$ cat src/rtl/rtc_alm_pkg.sv
package rtc_alm_pkg;
   // event vector index order, also matches enable byte bits 4..6
   localparam int EV_UPD = 0;
   localparam int EV_ALM = 1;
   localparam int EV_PER = 2;
   localparam int EV_N   = 3;
   // status byte bit positions
   localparam int ST_UPD = 4;
   localparam int ST_SUM = 7;
   // number of compared time fields (sec, min, hour)
   localparam int N_FIELDS = 3;
   localparam int HOUR_IDX = 2;
   typedef logic [EV_N-1:0] ev_vec_t;
endpackage

$ cat src/rtl/rtc_field_norm.sv
module rtc_field_norm #(
   parameter int W       = 8,
   parameter bit IS_HOUR = 1'b0
) (
   input  logic [W-1:0] raw_i,
   input  logic         bin_mode_i,
   input  logic         hr24_i,
   output logic [W-1:0] val_o,
   output logic         wild_o
);
   logic [W-1:0] body;
   logic [W-1:0] dec;

   assign wild_o = raw_i[W-1] & raw_i[W-2];

   generate
      if (IS_HOUR) begin : g_hour
         always_comb begin
            body = hr24_i ? raw_i : {1'b0, raw_i[W-2:0]};
            dec  = bin_mode_i ? body
                              : W'(W'(body[W-1:4]) * W'(10) + W'(body[3:0]));
            if (hr24_i)
               val_o = dec;
            else
               val_o = W'(dec % W'(12)) + (raw_i[W-1] ? W'(12) : W'(0));
         end
      end else begin : g_plain
         always_comb begin
            body  = raw_i;
            dec   = bin_mode_i ? body
                               : W'(W'(body[W-1:4]) * W'(10) + W'(body[3:0]));
            val_o = dec;
         end
      end
   endgenerate
endmodule

$ cat src/rtl/rtc_alarm_cmp.sv
module rtc_alarm_cmp
   import rtc_alm_pkg::*;
#(
   parameter int W = 8
) (
   input  logic [N_FIELDS-1:0][W-1:0] now_i,
   input  logic [N_FIELDS-1:0][W-1:0] alm_i,
   input  logic                       bin_mode_i,
   input  logic                       hr24_i,
   output logic                       match_o
);
   logic [N_FIELDS-1:0] field_ok;

   generate
      for (genvar f = 0; f < N_FIELDS; f++) begin : g_fld
         logic [W-1:0] now_v, alm_v;
         logic         now_wild_unused, alm_wild;
         rtc_field_norm #(.W(W), .IS_HOUR(f == HOUR_IDX)) u_now (
            .raw_i(now_i[f]), .bin_mode_i(bin_mode_i), .hr24_i(hr24_i),
            .val_o(now_v), .wild_o(now_wild_unused));
         rtc_field_norm #(.W(W), .IS_HOUR(f == HOUR_IDX)) u_alm (
            .raw_i(alm_i[f]), .bin_mode_i(bin_mode_i), .hr24_i(hr24_i),
            .val_o(alm_v), .wild_o(alm_wild));
         assign field_ok[f] = alm_wild | (now_v == alm_v);
      end
   endgenerate

   assign match_o = &field_ok;
endmodule

$ cat src/rtl/rtc_flag_core.sv
module rtc_flag_core
   import rtc_alm_pkg::*;
#(
   parameter bit HAS_PERIODIC = 1'b1
) (
   input  logic    clk_i,
   input  logic    rst_ni,
   input  logic    upd_i,
   input  logic    alm_hit_i,
   input  logic    tick_i,
   input  logic    en_we_i,
   input  ev_vec_t en_wdata_i,
   input  logic    rd_i,
   output ev_vec_t flag_o,
   output logic    sum_o
);
   ev_vec_t flag_q, en_q, set_v, pend, fresh, en_d;
   logic    sum_q, sum_base, tick_eff;

   generate
      if (HAS_PERIODIC) begin : g_per
         assign tick_eff = tick_i;
      end else begin : g_noper
         logic tick_unused;
         assign tick_unused = tick_i;
         assign tick_eff    = 1'b0;
      end
   endgenerate

   always_comb begin
      set_v         = '0;
      set_v[EV_UPD] = upd_i;
      set_v[EV_ALM] = upd_i & alm_hit_i;
      set_v[EV_PER] = tick_eff;
      pend          = rd_i ? '0 : flag_q;
      fresh         = set_v & ~pend;
      en_d          = en_we_i ? en_wdata_i : en_q;
      if (en_we_i)
         sum_base = |(en_wdata_i & pend);
      else
         sum_base = rd_i ? 1'b0 : sum_q;
   end

   always_ff @(posedge clk_i or negedge rst_ni) begin
      if (!rst_ni) begin
         flag_q <= '0;
         en_q   <= '0;
         sum_q  <= 1'b0;
      end else begin
         flag_q <= pend | set_v;
         en_q   <= en_d;
         sum_q  <= sum_base | (|(fresh & en_d));
      end
   end

   assign flag_o = flag_q;
   assign sum_o  = sum_q;

   // summary flag never stands without a pending event flag
   assert_sum_has_flag_R5: assert property (@(posedge clk_i) disable iff (!rst_ni)
      sum_q |-> (|flag_q));
   // interrupt only rises after an event or an enable write
   assert_sum_rise_cause_R5: assert property (@(posedge clk_i) disable iff (!rst_ni)
      $rose(sum_q) |-> $past(en_we_i | upd_i | tick_eff));
   // read with no new event leaves everything clear
   assert_read_clears_R6: assert property (@(posedge clk_i) disable iff (!rst_ni)
      (rd_i && !upd_i && !tick_eff) |=> (flag_q == '0) && !sum_q);
   // each accepted update leaves the update flag set
   assert_update_sets_R2: assert property (@(posedge clk_i) disable iff (!rst_ni)
      upd_i |=> flag_q[EV_UPD]);
endmodule

$ cat src/rtl/rtc_alarm_irq.sv
module rtc_alarm_irq
   import rtc_alm_pkg::*;
#(
   parameter int TIME_W       = 8,
   parameter bit HAS_PERIODIC = 1'b1
) (
   input  logic              clk_i,
   input  logic              rst_ni,
   input  logic              upd_done_i,
   input  logic              tick_i,
   input  logic              div_hold_i,
   input  logic              bin_mode_i,
   input  logic              hr24_i,
   input  logic [TIME_W-1:0] now_sec_i,
   input  logic [TIME_W-1:0] now_min_i,
   input  logic [TIME_W-1:0] now_hour_i,
   input  logic [TIME_W-1:0] alm_sec_i,
   input  logic [TIME_W-1:0] alm_min_i,
   input  logic [TIME_W-1:0] alm_hour_i,
   input  logic              ien_we_i,
   input  logic [7:0]        ien_wdata_i,
   input  logic              flag_rd_i,
   output logic [7:0]        flags_o,
   output logic              irq_o
);
   localparam int EN_LSB = ST_UPD;

   generate
      if (TIME_W < 8) begin : g_bad_width
         $error("rtc_alarm_irq: TIME_W must be at least 8");
      end
   endgenerate

   logic [N_FIELDS-1:0][TIME_W-1:0] now_v, alm_v;
   logic    alm_hit, upd_ok, sum;
   ev_vec_t flag;
   logic [7:0] en_unused;

   assign now_v     = {now_hour_i, now_min_i, now_sec_i};
   assign alm_v     = {alm_hour_i, alm_min_i, alm_sec_i};
   assign upd_ok    = upd_done_i & ~div_hold_i;
   assign en_unused = ien_wdata_i;

   rtc_alarm_cmp #(.W(TIME_W)) u_cmp (
      .now_i(now_v), .alm_i(alm_v),
      .bin_mode_i(bin_mode_i), .hr24_i(hr24_i),
      .match_o(alm_hit));

   rtc_flag_core #(.HAS_PERIODIC(HAS_PERIODIC)) u_core (
      .clk_i(clk_i), .rst_ni(rst_ni),
      .upd_i(upd_ok), .alm_hit_i(alm_hit), .tick_i(tick_i),
      .en_we_i(ien_we_i), .en_wdata_i(ien_wdata_i[EN_LSB +: EV_N]),
      .rd_i(flag_rd_i),
      .flag_o(flag), .sum_o(sum));

   assign flags_o = {sum, flag[EV_PER], flag[EV_ALM], flag[EV_UPD], 4'b0000};
   assign irq_o   = sum;

   // a held divider never brings a new update flag
   assert_hold_blocks_upd_R9: assert property (@(posedge clk_i) disable iff (!rst_ni)
      (div_hold_i && !flags_o[ST_UPD]) |=> !flags_o[ST_UPD]);
   // the interrupt line and the summary bit agree
   assert_irq_matches_sum_R5: assert property (@(posedge clk_i) disable iff (!rst_ni)
      irq_o == flags_o[ST_SUM]);
endmodule

$ cat config.mk
export PLATFORM = sky130hd
export DESIGN_NAME = rtc_alarm_irq
export DESIGN_NICKNAME = d
export VERILOG_FILES = /design/src/rtl/rtc_alm_pkg.sv /design/src/rtl/rtc_field_norm.sv /design/src/rtl/rtc_alarm_cmp.sv /design/src/rtl/rtc_flag_core.sv /design/src/rtl/rtc_alarm_irq.sv
export SDC_FILE = /design/constraint.sdc
export NUM_CORES = 1
export LEC_CHECK = 0
export CORE_MARGIN = 3
export CORE_UTILIZATION = 50
export CTS_CLUSTER_DIAMETER = 80
export DETAILED_ROUTE_END_ITERATION = 6
export HOLD_SLACK_MARGIN = 0.03
export PLACE_DENSITY_LB_ADDON = 0.12
export SLEW_MARGIN = 20
export SYNTH_ARGS = -nofsm -noshare
export SYNTH_HDL_FRONTEND = slang
export SYNTH_SLANG_ARGS = --single-unit
$ cat constraint.sdc
create_clock -name clk_i -period 2.3 [get_ports clk_i]
set_input_delay 0.46 -clock clk_i [delete_from_list [all_inputs] [get_ports clk_i]]
set_output_delay 0.46 -clock clk_i [all_outputs]
set_load 0.005 [all_outputs]
# Word level (Yosys, flattened, before mapping)
# Index checks and enable logic that the tools add are counted.
# Widths: inputs -> output; s select.
word_totals:
  register_bits: 7
  inputBits: 65
  out_inout_bits: 9
classes:
  multipliers: 6
  eq_ne: 3
  addsub: 8
  reduce_logical: 3
  bitwise: 15
  div_mod_pow: 2
  n_mux: 16
ops:
  columns: ["operator", "count"]
  rows:
  - ["$mux 8", 10]
  - ["$add 8x4->8", 8]
  - ["$mul 4x3->7 const B", 6]
  - ["$eq 8x8->1", 3]
  - ["$mod 8x4->8 const B", 2]
  - ["$and 3x3->3", 3]
  - ["$mux 4", 2]
  - ["$mux 3", 2]
  - ["$reduce_or 3->1", 2]
  - ["$and 1x1->1", 5]
  - ["$or 1x1->1", 4]
  - ["$not 3->3", 1]
  - ["$or 3x3->3", 1]
  - ["$reduce_and 3->1", 1]
  - ["$mux 1", 2]
  - ["$not 1->1", 1]

# Logic depth before layout (Yosys ltp)
logic_depth:
  depth_word: 15
  depth_mapped: 23
  depth_no_buf: 21

# Hierarchy
# A second synthesis with hierarchy kept.
hier_totals:
  hier_cells: 484
  area_unflattened_um2: 3773.6
by_module_without_submodules:
  columns: ["module", "n_inst", "area_per_inst_um2", "cells_per_inst"]
  rows:
  - ["rtc_field_norm (u_cmp.g_fld[0].u_alm ...)", 4, 349.1, 45]
  - ["rtc_field_norm (u_cmp.g_fld[2].u_alm)", 1, 927.1, 116]
  - ["rtc_field_norm (u_cmp.g_fld[2].u_now)", 1, 833.3, 123]
  - ["rtc_flag_core", 1, 294.0, 24]
  - ["rtc_alarm_cmp", 1, 267.8, 34]
  - ["rtc_alarm_irq", 1, 55.1, 7]

# Least setup slack after synthesis
# Ideal clock, no wire load.
synth_timing:
  kind: "in2reg"
  from: "in hr24_i"
  to: "reg u_core.sum_q (netlist: u_core.sum_o)"
  stages: 22
  slack_ns: -2.319
  required_time_ns: 2.222
  setup_time_ns: 0.078
  arrival_ns: 4.541
  path_cell_list: "buf_2 > nand2_1 > xnor2_1 > ha_1 > inv_1 > fa_1 > nand2b_1 > or4b_1 > a31oi_1 > nor2_1 > buf_6 > or4b_1 > o311ai_1 > o21ai_2 > nand3_2 > fa_1 > xor2_1 > nor4_1 > nand2_1 > o211ai_1 > nand4_1 > o21bai_1"
synth_via:
  elab_chain_len: 15
  elab_cells_between_ends: 22
synth_lines:
  columns: ["element", "line", "rtl"]
  rows:
  - ["start, declared", "rtc_alarm_irq.sv:13", "input logic hr24_i,"]
  - ["$mux 8", "rtc_field_norm.sv:19", "body = hr24_i ? raw_i : {1'b0, raw_i[W-2:0]};"]
  - ["$mul 4x3->7", "rtc_field_norm.sv:21", ": W'(W'(body[W-1:4]) * W'(10) + W'(body[3:0]));"]
  - ["$add 8x4->8", "rtc_field_norm.sv:21", null]
  - ["$mux 8", "rtc_field_norm.sv:20", "dec = bin_mode_i ? body"]
  - ["$mod 8x4->8", "rtc_field_norm.sv:25", "val_o = W'(dec % W'(12)) + (raw_i[W-1] ? W'(12) : W'(0));"]
  - ["$add 8x4->8", "rtc_field_norm.sv:25", null]
  - ["$mux 8", "rtc_field_norm.sv:22", "if (hr24_i)"]
  - ["$eq 8x8->1 *", "rtc_alarm_cmp.sv:24", "assign field_ok[f] = alm_wild | (now_v == alm_v);"]
  - ["$or 1x1->1 *", "rtc_alarm_cmp.sv:24", null]
  - ["$reduce_and 3->1 *", "rtc_alarm_cmp.sv:28", "assign match_o = &field_ok;"]
  - ["$and 1x1->1 *", "rtc_flag_core.sv:33", "set_v[EV_ALM] = upd_i & alm_hit_i;"]
  - ["$and 3x3->3 *", "rtc_flag_core.sv:36", "fresh = set_v & ~pend;"]
  - ["$and 3x3->3 *", "rtc_flag_core.sv:52", "sum_q <= sum_base | (|(fresh & en_d));"]
  - ["$reduce_or 3->1 *", "rtc_flag_core.sv:52", null]
  - ["$or 1x1->1 *", "rtc_flag_core.sv:52", null]
  - ["end signal, assigned", "rtc_flag_core.sv:52", null]
  - ["end, declared", "rtc_flag_core.sv:18", "logic sum_q, sum_base, tick_eff;"]
# Every way passes the cells marked *; elsewhere a longest branch is shown, timed or not.

# Worst setup path in the final report
layout_timing:
  from: "in alm_hour_i[1]"
  to: "reg u_core.sum_q (netlist: u_core.sum_o)"
layout_via:
  elab_chain_len: 14
layout_lines:
  columns: ["element", "line", "rtl"]
  rows:
  - ["start, declared", "rtc_alarm_irq.sv:19", "input logic [TIME_W-1:0] alm_hour_i,"]
  - ["$mux 8 *", "rtc_field_norm.sv:19", null]
  - ["$add 8x4->8", "rtc_field_norm.sv:21", null]
  - ["$mux 8 *", "rtc_field_norm.sv:20", null]
  - ["$mod 8x4->8", "rtc_field_norm.sv:25", null]
  - ["$add 8x4->8", "rtc_field_norm.sv:25", null]
  - ["$mux 8 *", "rtc_field_norm.sv:22", null]
  - ["$eq 8x8->1 *", "rtc_alarm_cmp.sv:24", null]
  - ["$or 1x1->1 *", "rtc_alarm_cmp.sv:24", null]
  - ["$reduce_and 3->1 *", "rtc_alarm_cmp.sv:28", null]
  - ["$and 1x1->1 *", "rtc_flag_core.sv:33", null]
  - ["$and 3x3->3 *", "rtc_flag_core.sv:36", null]
  - ["$and 3x3->3 *", "rtc_flag_core.sv:52", null]
  - ["$reduce_or 3->1 *", "rtc_flag_core.sv:52", null]
  - ["$or 1x1->1 *", "rtc_flag_core.sv:52", null]
# Marks and branches as above.

==> results.json <==
{
  "layout_min_cycle_time_ps": 4530,
  "areaGrowthSynthToFinish_pct": 53.8,
  "dieWidth_um": 88.3,
  "fin_area_um2": 5200,
  "synth-edff-count": 0,
  "placed_area_um2": 4950,
  "dp_slack_ps": -2840,
  "slew_viol_final": 0,
  "synth.top_cells.by_area": "ha_1, fa_1, xnor2_1, xor2_1, dfrtp_1",
  "power_leakage_nw": 2.43,
  "worstHoldPathType": "in2async",
  "yosysWarnings": 0,
  "worst_ir_drop_vdd_uv": 196,
  "htreeDepth": 1,
  "netlist_instances": 412,
  "die_h_um": 88.3,
  "num_rows": 29,
  "drc": 0,
  "detail_route.vias_per_cell": 5.66,
  "grt_antenna_before_repair": 0,
  "clockBufferDepth": 2,
  "nNetsFinal": 714,
  "status": "finished with violations",
  "grt_pass1_vias": 3896,
  "dpl.cell_count": 658,
  "io_buffers": 64,
  "end_kind": "flop",
  "yosys_most_used_dff": "dfrtp_1",
  "critPathKind": "in2reg",
  "overflow": 0,
  "root_buffer": "clkbuf_8",
  "yosysMostFrequentCell": "ha_1",
  "ant_nets": 0,
  "cts_tree": "yes",
  "grt_pass1_wl_mm": 16.7,
  "drt_iter0_markers": 114,
  "final_cell_count_no_fill": 669,
  "coreArea_um2": 6460,
  "clock_latency_ps": 220,
  "place_hpwl_mm": 8.30,
  "die_area_um2": 7790,
  "required_ps": 2450,
  "ys_seq_area_frac": 0.0518,
  "synth_top_area_cell": "ha_1",
  "synth_seq_cells": 7,
  "p_per_area_nw_per_um2": 376,
  "drt_wl_total_mm": 10.2,
  "fin_crit_sh": 1.97,
  "cp_max_fo": 4,
  "fmax_mhz": 221,
  "drive_gt1_frac": 0.301,
  "n_antenna_cell": 0,
  "cp_data_arrival_time_ps": 4680,
  "rr_worst_depth": 5,
  "violations": "negative setup slack",
  "numCtsBuffers": 3,
  "rsz0062_at_grt": "true",
  "async_flop_share": 1.00,
  "finalSetupViolations": 2,
  "io_pins": 74,
  "synthTopCellsByCount": "ha_1, xnor2_1, xor2_1",
  "cp-start-kind": "input port",
  "fill_cells": 430,
  "synth_top_cell_area_share": 0.155,
  "avgSynthCellArea_um2": 8.21,
  "firstDrtPassIters": 4,
  "hold_viol_final": 0,
  "routedWlPerCell_um": 15.3,
  "max-cap-violations": 0,
  "cts_sinks": 7,
  "synth_area_um2": 3380,
  "gp_congestion": 0.911,
  "fin_worst_skew_ps": 0.823,
  "track_usage": 0.260,
  "num_vias": 3784,
  "p_total_mw": 1.96,
  "start_util": 0.524,
  "grt_max_degree": 13,
  "synth.distinct_cells": 67,
  "setup_slack_ps": -2230,
  "clkTransAtPathRegs_ps": 40
}
## worst paths after layout
path | start | end | slack, ps
max in group asynchronous | rst_ni | u_core.en_q[0] | 1570
worst min register to register | u_core.en_q[1] | u_core.en_q[1] | 510
worst max register to register | u_core.flag_o[1] | u_core.sum_o | 990
min in group clk_i | u_core.en_q[1] | u_core.en_q[1] | 510
worst min-delay path | rst_ni | u_core.flag_o[2] | 490
worst max-delay path | alm_hour_i[1] | u_core.sum_o | -2230
## sequential cells by signal (all words and copies together) (netlist names)
| register | count |
|---|---|
| u_core.sum_o | 1 |
| u_core.en_q | 3 |
| u_core.flag_o | 3 |
## placed cells by master (no fill, tap or decap), types with 4 or more instances in the layout
| cell type | count |
|---|---|
| conb_1 | 4 |
| fa_1 | 12 |
| inv_1 | 24 |
| o211ai_1 | 10 |
| buf_4 | 120 |
| nor3_1 | 6 |
| a21o_1 | 12 |
| nand3b_1 | 4 |
| dlygate4sd2_1 | 4 |
| a211o_1 | 4 |
| ha_1 | 36 |
| o21ai_0 | 13 |
| nor2b_1 | 6 |
| ha_2 | 4 |
| nor2_1 | 20 |
| a211oi_1 | 8 |
| xor2_1 | 31 |
| mux2_2 | 7 |
| buf_6 | 4 |
| nand2_1 | 23 |
| dfrtp_1 | 7 |
| nand2b_1 | 7 |
| a21oi_1 | 13 |
| nand4_1 | 5 |
| clkdlybuf4s50_1 | 55 |
| mux2i_1 | 9 |
| o31ai_1 | 4 |
| xnor2_1 | 28 |
| nand3_1 | 16 |
## layer usage
metal / wire, um / up-vias / GRT usage
li1: - / 1876 / -
met4: 168 / 0 / 0.0563
met3: 323 / 20 / 0.0168
met2: 5420 / 106 / 0.499
met1: 4310 / 1782 / 0.316
met5: 0 / - / 0
## power by group
part | total (mW) | switching [mW] | internal, mW
logic | 1.64 | 0.756 | 0.885
clock network | 0.173 | 0.0534 | 0.120
registers | 0.142 | 0.00731 | 0.134
total | 1.96 | 0.817 | 1.14
## critical path, stage by stage
cell and delay, ps:
clkdlybuf4s50_1 420, ha_1 250, fa_1 430, a21o_1 220, a21boi_0 310, o21ai_1 200
nor2b_2 220, and2_1 180, a221oi_1 270, o22a_1 190, o31ai_2 70, ha_2 190
fa_2 440, xor2_1 170, nor4_1 170, nand2_1 80, o211ai_1 80, nand4_1 140
o21bai_1 160
## area by class of cell
class / count / area (um2) / area share
clock buffer: 4 / 45.0 / 0.00865
multi-input combinational: 367 / 3230 / 0.620
timing repair buffer: 187 / 1560 / 0.300
sequential: 7 / 175 / 0.0337
tap: 77 / 96.3 / 0.0185
inverter: 27 / 101 / 0.0195
## logic make-up after synthesis
logic type                 synth area share
and+or+nand+nor                       0.191
muxes                                0.0540
other                               0.00111
DFF                                  0.0518
xor gates and xnor gates              0.181
AOI/OAI and AO/OA                     0.229
buffers and inverters                0.0543
adders and majority gates             0.238
## through the flow
| stage | setup TNS (ps) | hold WS, ps | util |
|---|---|---|---|
| after CTS | -4090 | 500 | 0.797 |
| after floorplan | -4220 | 164 | - |
| final | -4370 | 493 | 0.806 |
| after global routing | -4710 | 514 | 0.806 |
| after global placement | -5390 | 483 | 0.767 |
| after detailed placement | -5590 | 491 | 0.767 |
## repair_timing
| item | in CTS | in global routing |
|---|---|---|
| setup buffers | 4 | 3 |
| hold buffers | 0 | 0 |
| gates resized for setup | 57 | 9 |
| setup endpoints to repair | 2 | 2 |
| pin swaps | 24 | 14 |
Power figures use the tool's default switching activity.
